===== config.mk =====
export PLATFORM = sky130hd
export DESIGN_NAME = flash_strobe_ctrl
export DESIGN_NICKNAME = d
export VERILOG_FILES = /design/src/rtl/flash_strobe_pkg.sv /design/src/rtl/flash_frame_sched.sv /design/src/rtl/flash_pulse_gen.sv /design/src/rtl/flash_strobe_ctrl.sv
export SDC_FILE = /design/constraint.sdc
export NUM_CORES = 1
export LEC_CHECK = 0
export ABC_AREA = 1
export CAP_MARGIN = 30
export CORE_ASPECT_RATIO = 0.7
export CORE_UTILIZATION = 50
export CTS_CLUSTER_DIAMETER = 120
export DETAILED_ROUTE_END_ITERATION = 6
export PLACE_DENSITY = 0.83
export SYNTH_ARGS = -nofsm -noshare
export SYNTH_HDL_FRONTEND = slang
export SYNTH_SLANG_ARGS = --single-unit

===== constraint.sdc =====
create_clock -name clk -period 2.5 [get_ports clk]
set_input_delay 0.5 -clock clk [delete_from_list [all_inputs] [get_ports clk]]
set_output_delay 0.5 -clock clk [all_outputs]
set_load 0.01 [all_outputs]

===== src/rtl/flash_strobe_pkg.sv =====
package flash_strobe_pkg;

    typedef enum logic [1:0] {
        SCH_IDLE    = 2'd0,
        SCH_COUNT   = 2'd1,
        SCH_WAIT_VB = 2'd2
    } sched_state_e;

    localparam int unsigned DEF_DLY_W   = 2;
    localparam int unsigned DEF_WIDTH_W = 8;

endpackage


===== src/rtl/flash_frame_sched.sv =====
module flash_frame_sched
    import flash_strobe_pkg::*;
#(
    parameter int unsigned DLY_W = DEF_DLY_W
) (
    input  logic             clk,
    input  logic             rst_n,
    input  logic             frame_start_i,
    input  logic             readout_done_i,
    input  logic             reset_done_i,
    input  logic             vblank_i,
    input  logic             cfg_enable_i,
    input  logic [DLY_W-1:0] cfg_delay_i,
    input  logic             cfg_trig_sel_i,
    output logic             launch_o,
    output logic             kill_o,
    output logic             enabled_o
);

    typedef struct packed {
        sched_state_e     state;
        logic [DLY_W-1:0] cnt;
        logic             armed;
        logic             en;
        logic             en_prev;
        logic             sel;
    } sched_regs_t;

    localparam sched_regs_t REGS_RESET = '{
        state:   SCH_IDLE,
        cnt:     '0,
        armed:   1'b1,
        en:      1'b0,
        en_prev: 1'b0,
        sel:     1'b1
    };

    sched_regs_t sch_d, sch_q;
    logic        launch_d;
    logic        kill_d;
    logic        en_rise;
    logic        ref_evt;

    always_comb begin
        sch_d    = sch_q;
        launch_d = 1'b0;
        kill_d   = frame_start_i & ~cfg_enable_i;
        en_rise  = cfg_enable_i & ~sch_q.en_prev;
        ref_evt  = sch_q.sel ? reset_done_i : readout_done_i;

        sch_d.en_prev = cfg_enable_i;
        if (en_rise) begin
            sch_d.armed = 1'b1;
        end
        if (frame_start_i) begin
            sch_d.en = cfg_enable_i;
        end

        unique case (sch_q.state)
            SCH_IDLE: begin
                if (frame_start_i && cfg_enable_i && (sch_q.armed || en_rise)) begin
                    sch_d.state = SCH_COUNT;
                    sch_d.cnt   = cfg_delay_i;
                    sch_d.sel   = cfg_trig_sel_i;
                end
            end
            SCH_COUNT: begin
                if (frame_start_i && (sch_q.cnt != '0)) begin
                    sch_d.cnt = sch_q.cnt - 1'b1;
                end else if ((sch_q.cnt == '0) && ref_evt) begin
                    sch_d.state = SCH_WAIT_VB;
                end
            end
            SCH_WAIT_VB: begin
                if (vblank_i) begin
                    launch_d    = 1'b1;
                    sch_d.state = SCH_IDLE;
                    sch_d.armed = 1'b0;
                end
            end
            default: begin
                sch_d.state = SCH_IDLE;
            end
        endcase

        if (kill_d) begin
            sch_d.state = SCH_IDLE;
            launch_d    = 1'b0;
        end
    end

    always_ff @(posedge clk or negedge rst_n) begin
        if (!rst_n) begin
            sch_q <= REGS_RESET;
        end else begin
            sch_q <= sch_d;
        end
    end

    assign launch_o  = launch_d;
    assign kill_o    = kill_d;
    assign enabled_o = sch_q.en;

    // A sequence in flight always belongs to an enabled frame.
    assert_busy_needs_enable_R7: assert property (@(posedge clk) disable iff (!rst_n)
        (sch_q.state != SCH_IDLE) |-> sch_q.en);

    // A launch consumes the arming.
    assert_single_shot_R6: assert property (@(posedge clk) disable iff (!rst_n)
        launch_o |=> (!sch_q.armed && (sch_q.state == SCH_IDLE)));

    // The latched frame delay only moves on frame starts.
    assert_delay_latched_R9: assert property (@(posedge clk) disable iff (!rst_n)
        ((sch_q.state == SCH_COUNT) && !frame_start_i) |=> $stable(sch_q.cnt));

endmodule


===== src/rtl/flash_pulse_gen.sv =====
module flash_pulse_gen #(
    parameter int unsigned WIDTH_W = flash_strobe_pkg::DEF_WIDTH_W
) (
    input  logic               clk,
    input  logic               rst_n,
    input  logic               launch_i,
    input  logic               kill_i,
    input  logic               vblank_i,
    input  logic [WIDTH_W-1:0] width_i,
    output logic               strobe_o
);

    typedef struct packed {
        logic               active;
        logic [WIDTH_W-1:0] cnt;
    } pulse_regs_t;

    pulse_regs_t pg_d, pg_q;

    always_comb begin
        pg_d = pg_q;
        if (pg_q.active) begin
            if (kill_i || !vblank_i || (pg_q.cnt == WIDTH_W'(1))) begin
                pg_d.active = 1'b0;
                pg_d.cnt    = '0;
            end else begin
                pg_d.cnt = pg_q.cnt - 1'b1;
            end
        end else if (launch_i && !kill_i && (width_i != '0)) begin
            pg_d.active = 1'b1;
            pg_d.cnt    = width_i;
        end
    end

    always_ff @(posedge clk or negedge rst_n) begin
        if (!rst_n) begin
            pg_q <= '0;
        end else begin
            pg_q <= pg_d;
        end
    end

    assign strobe_o = pg_q.active;

    assert_width_end_R4: assert property (@(posedge clk) disable iff (!rst_n)
        (pg_q.active && (pg_q.cnt == WIDTH_W'(1))) |=> !pg_q.active);

    assert_vblank_bound_R5: assert property (@(posedge clk) disable iff (!rst_n)
        (pg_q.active && !vblank_i) |=> !pg_q.active);

    assert_kill_drops_R7: assert property (@(posedge clk) disable iff (!rst_n)
        kill_i |=> !pg_q.active);

    assert_zero_width_R8: assert property (@(posedge clk) disable iff (!rst_n)
        (!pg_q.active && launch_i && (width_i == '0)) |=> !pg_q.active);

endmodule


===== src/rtl/flash_strobe_ctrl.sv =====
module flash_strobe_ctrl
    import flash_strobe_pkg::*;
#(
    parameter int unsigned DLY_W   = DEF_DLY_W,
    parameter int unsigned WIDTH_W = DEF_WIDTH_W
) (
    input  logic               clk,
    input  logic               rst_n,
    input  logic               frame_start_i,
    input  logic               readout_done_i,
    input  logic               reset_done_i,
    input  logic               vblank_i,
    input  logic               cfg_enable_i,
    input  logic [DLY_W-1:0]   cfg_delay_i,
    input  logic               cfg_trig_sel_i,
    input  logic [WIDTH_W-1:0] cfg_width_i,
    output logic               strobe_o,
    output logic               strobe_enabled_o
);

    logic launch;
    logic kill;

    flash_frame_sched #(.DLY_W(DLY_W)) sched_i (
        .clk            (clk),
        .rst_n          (rst_n),
        .frame_start_i  (frame_start_i),
        .readout_done_i (readout_done_i),
        .reset_done_i   (reset_done_i),
        .vblank_i       (vblank_i),
        .cfg_enable_i   (cfg_enable_i),
        .cfg_delay_i    (cfg_delay_i),
        .cfg_trig_sel_i (cfg_trig_sel_i),
        .launch_o       (launch),
        .kill_o         (kill),
        .enabled_o      (strobe_enabled_o)
    );

    flash_pulse_gen #(.WIDTH_W(WIDTH_W)) pulse_i (
        .clk      (clk),
        .rst_n    (rst_n),
        .launch_i (launch),
        .kill_i   (kill),
        .vblank_i (vblank_i),
        .width_i  (cfg_width_i),
        .strobe_o (strobe_o)
    );

    assert_strobe_needs_enable_R2: assert property (@(posedge clk) disable iff (!rst_n)
        strobe_o |-> strobe_enabled_o);

    assert_rise_in_vblank_R4: assert property (@(posedge clk) disable iff (!rst_n)
        $rose(strobe_o) |-> $past(vblank_i));

endmodule


==> impl_metrics.csv, run 1 <==
group,metric,value,unit
outcome,status,"complete, no violations",
cts,path_clk_slew,0.10,ns
critical_path,cpPeakStageDelay,0.58,ns
pwr,p_int,0.684,mW
critical_path,cp-end-kind,"primary output",
routing,routed.top_layer,"met3",
logic_synthesis,syn-cell-area,1100,sq um
logic_synthesis,syn_nets,162,
timing,max_freq,0.541,GHz
logic_synthesis,synth_flop_cell,"dfrtp_1",
routing,drt_wl_total,2.75,mm
timing,finalHoldViolations,0,
placement,hpwl,2.22,mm
routing,wl_met2,1.35,mm
die,io_pins,20,
routing,viasPerCell,5.53,
die,dieArea,2400,sq um
pwr,p_comb_share,50.5,%
timing,maxSlewHeadroom,48.3,%
final_layout,mostFrequentLayoutCells,"nand3_1 (27), nand2_1 (22), clkdlybuf4s50_1 (19)",
pwr,finalPower,1.26,mW
pwr,powerDensity,931,nW/um^2
pwr,switching_power,0.573,mW
routing,first_pass_iters,4,
final_layout,area_growth,22.6,%
routing,drc,0,
timing,tightest_slew,0.774,ns
timing,fin_crit_sh,73.9,%
routing,vias,1068,
final_layout,nNetsFinal,185,
cts,clock_latency,0.29,ns
final_layout,final_common_cell,"nand3_1",
critical_path,startpoint,"pulse_i.strobe_o",
cts,cts_made_buffers,3,
timing,fin_tns_setup,0,ns
cts,post_cts_buffers,0,
critical_path,regToRegStartpoint,"pulse_i.pg_q[1]",
global_routing,antenna_found_initial,0,
critical_path,start_kind,"register",
cts,root_buffer,"clkbuf_4",
timing,fin_skew,0.00183,ns
worst_hold_path,hold_path_startpoint,"sched_i.sch_q[0]",
routing,routedWlPerCell,14.2,um
critical_path,crit_buf_inv,1,
logic_synthesis,ys_seq_area_share,38.9,%
timing,min_period,1.85,ns
global_routing,grt_pass1_wl,4.29,mm
timing,finalSetupViolCount,0,
global_routing,grt_max_degree,18,
routing,detail-route-antenna-nets,0,
final_layout,regArea,428,sq um
die,core,1970,sq um
pwr,vdd_drop_max,0.000509,V
die,die_width,58.1,um
timing,drv_slew,0,
critical_path,cp_max_fo,7,
die,start_util,55.9,%
logic_synthesis,ys_warn_count,0,
critical_path,worst_ep_arrival_time,1.35,ns
pwr,seq_power_share,37.6,%
final_layout,nFillCells,168,
global_routing,grt.total_usage,25.8,%
die,die_height,41.3,um
logic_synthesis,synth-async-reset-ratio,100,%
final_layout,fin_area,1350,sq um
flow_run,maxCapViolCount,0,
logic_synthesis,synth_edf_count,0,
placement,place_ws,0.591,ns
final_layout,multi_input_area,597,sq um
cts,clock_sinks,17,
placement,io_buffers,19,
critical_path,crit_required,2.00,ns
cts,h-tree-depth,1,
routing,wl_met1,1.23,mm
logic_synthesis,synthCells,141,
logic_synthesis,synth_seq_cells,17,
global_routing,grt_pass1_vias,955,
cts,cts_tree,"yes",
cts,cts_hold_buf,0,
timing,finalWorstSetupSlack,0.652,ns
critical_path,crit_slowest_cell,"clkdlybuf4s50_1",
pwr,clkPwrFrac,11.9,%
pwr,power.share.switching,45.6,%
global_routing,grt_remaining_overflow,0,
placement,gp_congestion,0.877,
critical_path,path_cells,"clkdlybuf4s50_1",
final_layout,drive_gt1_share,9.82,%
placement,postPlaceCellArea,1320,sq um
pwr,p_leak,0.636,nW
critical_path,cp_top_family,"buffers and inverters",
logic_synthesis,avgSynthCellArea,7.81,sq um
die,row_count,13,
worst_hold_path,hold_path.class,"register to register",
cts,cts_resized,0,
logic_synthesis,synthDistinctLibCells,23,
critical_path,crit_type,"register to primary output",
cts,cts_max_path_buffers,2,
timing,grt_setup_unrepaired,"false",
final_layout,diodes,0,
routing,drt_iter0_drc,101,
routing,wl_met3,173,um
## power groups by stage
stage | Clock [mW] | Sequential, mW | Combinational, mW
3_3_place_gp | 0 | 0.471 | 0.572
6_report | 0.149 | 0.473 | 0.635
2_1_floorplan | 0 | 0.456 | 0.450
5_1_grt | 0.162 | 0.484 | 0.707
4_1_cts | 0.151 | 0.471 | 0.630
3_5_place_dp | 0 | 0.477 | 0.626
## final timing paths
| path | end | slack [ns] | cells past startpoint |
|---|---|---|---|
| max | strobe_o | 0.65 | 1 |
| max reg2reg | pulse_i.pg_q[3] | 1.11 | 7 |
| min | sched_i.sch_q[0] | 0.49 | 2 |
| max in group asynchronous | pulse_i.pg_q[2] | 1.37 | 1 |
| min reg2reg | sched_i.sch_q[0] | 0.49 | 2 |
| min in group asynchronous | pulse_i.pg_q[5] | 0.65 | 1 |
## layer usage
| layer | vias to the layer above | global-route usage, % |
|---|---|---|
| met2 | 41 | 44.3 |
| li1 | 521 | - |
| met1 | 506 | 32.2 |
| met3 | 0 | 7.57 |
| met5 | - | 0 |
| met4 | 0 | 8.33 |
## metrics by stage
stage	hold WS, ns	instances	utilization [%]
global route	0.519	193	68.6
CTS	0.487	193	68.6
floorplan	0.204	141	-
global placement	0.468	189	67.3
finish	0.489	193	68.6
detailed placement	0.473	189	67.3
## area by class of cell
type,count,share of cell area [%]
inverters,19,5.28
clock buffers,4,1.95
multi-input cells,104,44.2
flip-flops and latches,17,31.7
repair buffers,19,14.1
well taps,30,2.78
## sequential cells by signal (all words and copies together), names as in the netlist
signal,cells
pulse_i.pg_q,8
sched_i.sch_q,7
pulse_i.strobe_o,1
sched_i.enabled_o,1
## cells by family (layout without fill, tap and decap cells)
logic type,Yosys count,count (layout),share of synthesized area [%]
compound gates,12,12,6.82
simple gates,88,88,43.2
xor+xnor,1,1,0.796
fa+ha+maj,3,3,3.41
flops,17,17,38.9
buf+inv,20,42,6.93
## Yosys cell counts, types with 2 or more instances
cell type  count  share of area [%]
ha_1           3                3.4
a21oi_1        2               0.91
nand2_4        3                3.1
nor2_1        16                5.5
dfstp_2        2                4.8
nand3_1       27                 12
inv_1         18                6.1
nand4_1       12                6.8
nor2_2         2                1.1
nand2_1       22                7.5
o21ai_0        8                3.6
dfrtp_1       15                 34
## tightest hold or removal path: stages, from the launching register on
cell     delay [ns]
dfstp_2        0.38
inv_1          0.06
a21oi_1        0.06
Power figures use the tool's default switching activity.
==> run 2, diff against run 1 <==
--- a/config.mk
+++ b/config.mk
@@ -8,10 +8,10 @@
 export ABC_AREA = 1
 export CAP_MARGIN = 30
 export CORE_ASPECT_RATIO = 0.7
-export CORE_UTILIZATION = 50
+export CORE_UTILIZATION = 46
 export CTS_CLUSTER_DIAMETER = 120
 export DETAILED_ROUTE_END_ITERATION = 6
-export PLACE_DENSITY = 0.83
+export PLACE_DENSITY = 0.8
 export SYNTH_ARGS = -nofsm -noshare
 export SYNTH_HDL_FRONTEND = slang
 export SYNTH_SLANG_ARGS = --single-unit
==> constraint.sdc (replaced) <==
create_clock -name clk -period 1.6 [get_ports clk]
set_input_delay 0.32 -clock clk [delete_from_list [all_inputs] [get_ports clk]]
set_output_delay 0.32 -clock clk [all_outputs]
set_load 0.01 [all_outputs]
==> impl_metrics.csv, run 2 (synthesized netlist as in run 1, its figures left out) <==
group,metric,value,unit
die,die_width,60.5,um
timing,tightest_slew,0.449,ns
critical_path,crit_type,"register to primary output",
global_routing,antenna_found_initial,0,
critical_path,start_kind,"register",
die,io_pins,20,
cts,h-tree-depth,1,
timing,fin_tns_setup,0,ns
critical_path,cp_top_family,"buffers and inverters",
timing,fin_skew,0.00482,ns
global_routing,grt_pass1_vias,1012,
placement,io_buffers,19,
timing,hold-worst-slack,0.340,ns
timing,drv_slew,0,
final_layout,diodes,0,
timing,min_period,1.51,ns
routing,routedWlPerCell,12.8,um
routing,drt_wl_total,2.55,mm
routing,vias,1120,
cts,cts_max_path_buffers,2,
final_layout,area_growth,25.6,%
routing,viasPerCell,5.63,
timing,finalSetupViolCount,0,
cts,cts_made_buffers,3,
critical_path,crit_slowest_cell,"clkdlybuf4s50_1",
timing,finalHoldViolations,0,
critical_path,cp_max_fo,2,
final_layout,largest_register_ffs,8,
cts,root_buffer,"clkbuf_4",
cts,clock_latency,0.29,ns
global_routing,grt_max_degree,18,
routing,first_pass_iters,6,
die,row_count,14,
die,dieArea,2600,sq um
routing,drt_iter0_drc,72,
pwr,vdd_drop_max,0.000721,V
cts,cts_tree,"yes",
cts,cts_resized,0,
flow_run,maxCapViolCount,0,
final_layout,final_common_cell,"nand3_1",
pwr,p_leak,0.655,nW
final_layout,nNetsFinal,189,
critical_path,regToRegStartpoint,"pulse_i.pg_q[1]",
critical_path,startpoint,"sched_i.enabled_o",
cts,post_cts_buffers,0,
die,core,2210,sq um
critical_path,crit_buf_inv,1,
timing,fin_crit_sh,94.4,%
worst_hold_path,hold_path.class,"input pin to asynchronous set/reset pin",
final_layout,drive_gt1_share,12.0,%
die,start_util,49.9,%
final_layout,multi_input_area,597,sq um
global_routing,grt_remaining_overflow,0,
pwr,powerDensity,1410,nW/um^2
final_layout,top_regs,"pulse_i.pg_q (8), sched_i.sch_q (7)",
cts,clock_sinks,17,
final_layout,utilization,62.6,%
routing,drc,0,
final_layout,nFillCells,197,
timing,grt_setup_unrepaired,"false",
final_layout,largest_register,"pulse_i.pg_q",
routing,detail-route-antenna-nets,0,
global_routing,grt.total_usage,22.5,%
critical_path,path_cells,"clkdlybuf4s50_1",
critical_path,worst_ep_arrival_time,1.19,ns
cts,path_clk_slew,0.11,ns
critical_path,crit_required,1.28,ns
placement,gp_congestion,0.909,
cts,cts_hold_buf,0,
outcome,status,"complete, no violations",
critical_path,cpPeakStageDelay,0.54,ns
timing,maxSlewHeadroom,70.1,%
die,die_height,42.9,um
placement,hpwl,1.98,mm
critical_path,cp-end-kind,"primary output",
global_routing,grt_pass1_wl,4.35,mm
timing,max_freq,0.662,GHz
final_layout,mostFrequentLayoutCells,"nand3_1 (27), nand2_1 (22), clkdlybuf4s50_1 (19)",
final_layout,regArea,428,sq um
==> run 2: layout make-up <==
class	count	share of cell area, %
timing repair buffer	23	15.9
tap	32	2.90
sequential	17	31.0
clock buffer	4	1.90
inverter	19	5.16
multi-input combinational	104	43.2
==> run 2: final timing paths <==
kind / to / slack (ns) / depth (start not counted)
setup / recovery: strobe_enabled_o / 0.09 / 1
max in group asynchronous: sched_i.sch_q[0] / 1.00 / 2
min in group clk: sched_i.sch_q[0] / 0.52 / 2
hold reg to reg: sched_i.sch_q[0] / 0.52 / 2
setup reg to reg: pulse_i.pg_q[2] / 0.28 / 7
hold / removal: pulse_i.pg_q[3] / 0.34 / 2
==> run 2: layer usage <==
layer	track usage (%)	vias up	routed length (um)	part of all wire, %
li1	-	530	-	-
met1	32.3	541	1190	47
met2	33.0	45	1140	45
met3	5.49	4	187	7.3
met4	7.27	0	29	1.1
met5	0	-	0	0
==> run 2: report_power, final <==
| group | leakage [nW] | internal, mW | switching, mW | total, mW |
|---|---|---|---|---|
| Clock | 0.0150 | 0.0969 | 0.143 | 0.240 |
| Sequential | 0.213 | 0.601 | 0.130 | 0.731 |
| Combinational | 0.428 | 0.384 | 0.589 | 0.973 |
| Total | 0.655 | 1.08 | 0.863 | 1.94 |
==> run 2: stage by stage <==
step	area [sq um]	instances	power, mW	setup slack, ns
2_1_floorplan	1100	141	1.42	0.470
3_3_place_gp	1360	195	1.64	0.0170
3_5_place_dp	1360	195	1.70	-0.0177
4_1_cts	1380	199	1.94	0.0836
5_1_grt	1380	199	2.13	0.0328
6_report	1380	199	1.94	0.0899
==> run 3, diff against run 2 <==
--- a/config.mk
+++ b/config.mk
@@ -9,7 +9,6 @@
 export CAP_MARGIN = 30
 export CORE_ASPECT_RATIO = 0.7
 export CORE_UTILIZATION = 46
-export CTS_CLUSTER_DIAMETER = 120
 export DETAILED_ROUTE_END_ITERATION = 6
 export PLACE_DENSITY = 0.8
 export SYNTH_ARGS = -nofsm -noshare
==> results of run 3 <==
The final DEF is identical to that of run 2; final timing and power are the same.
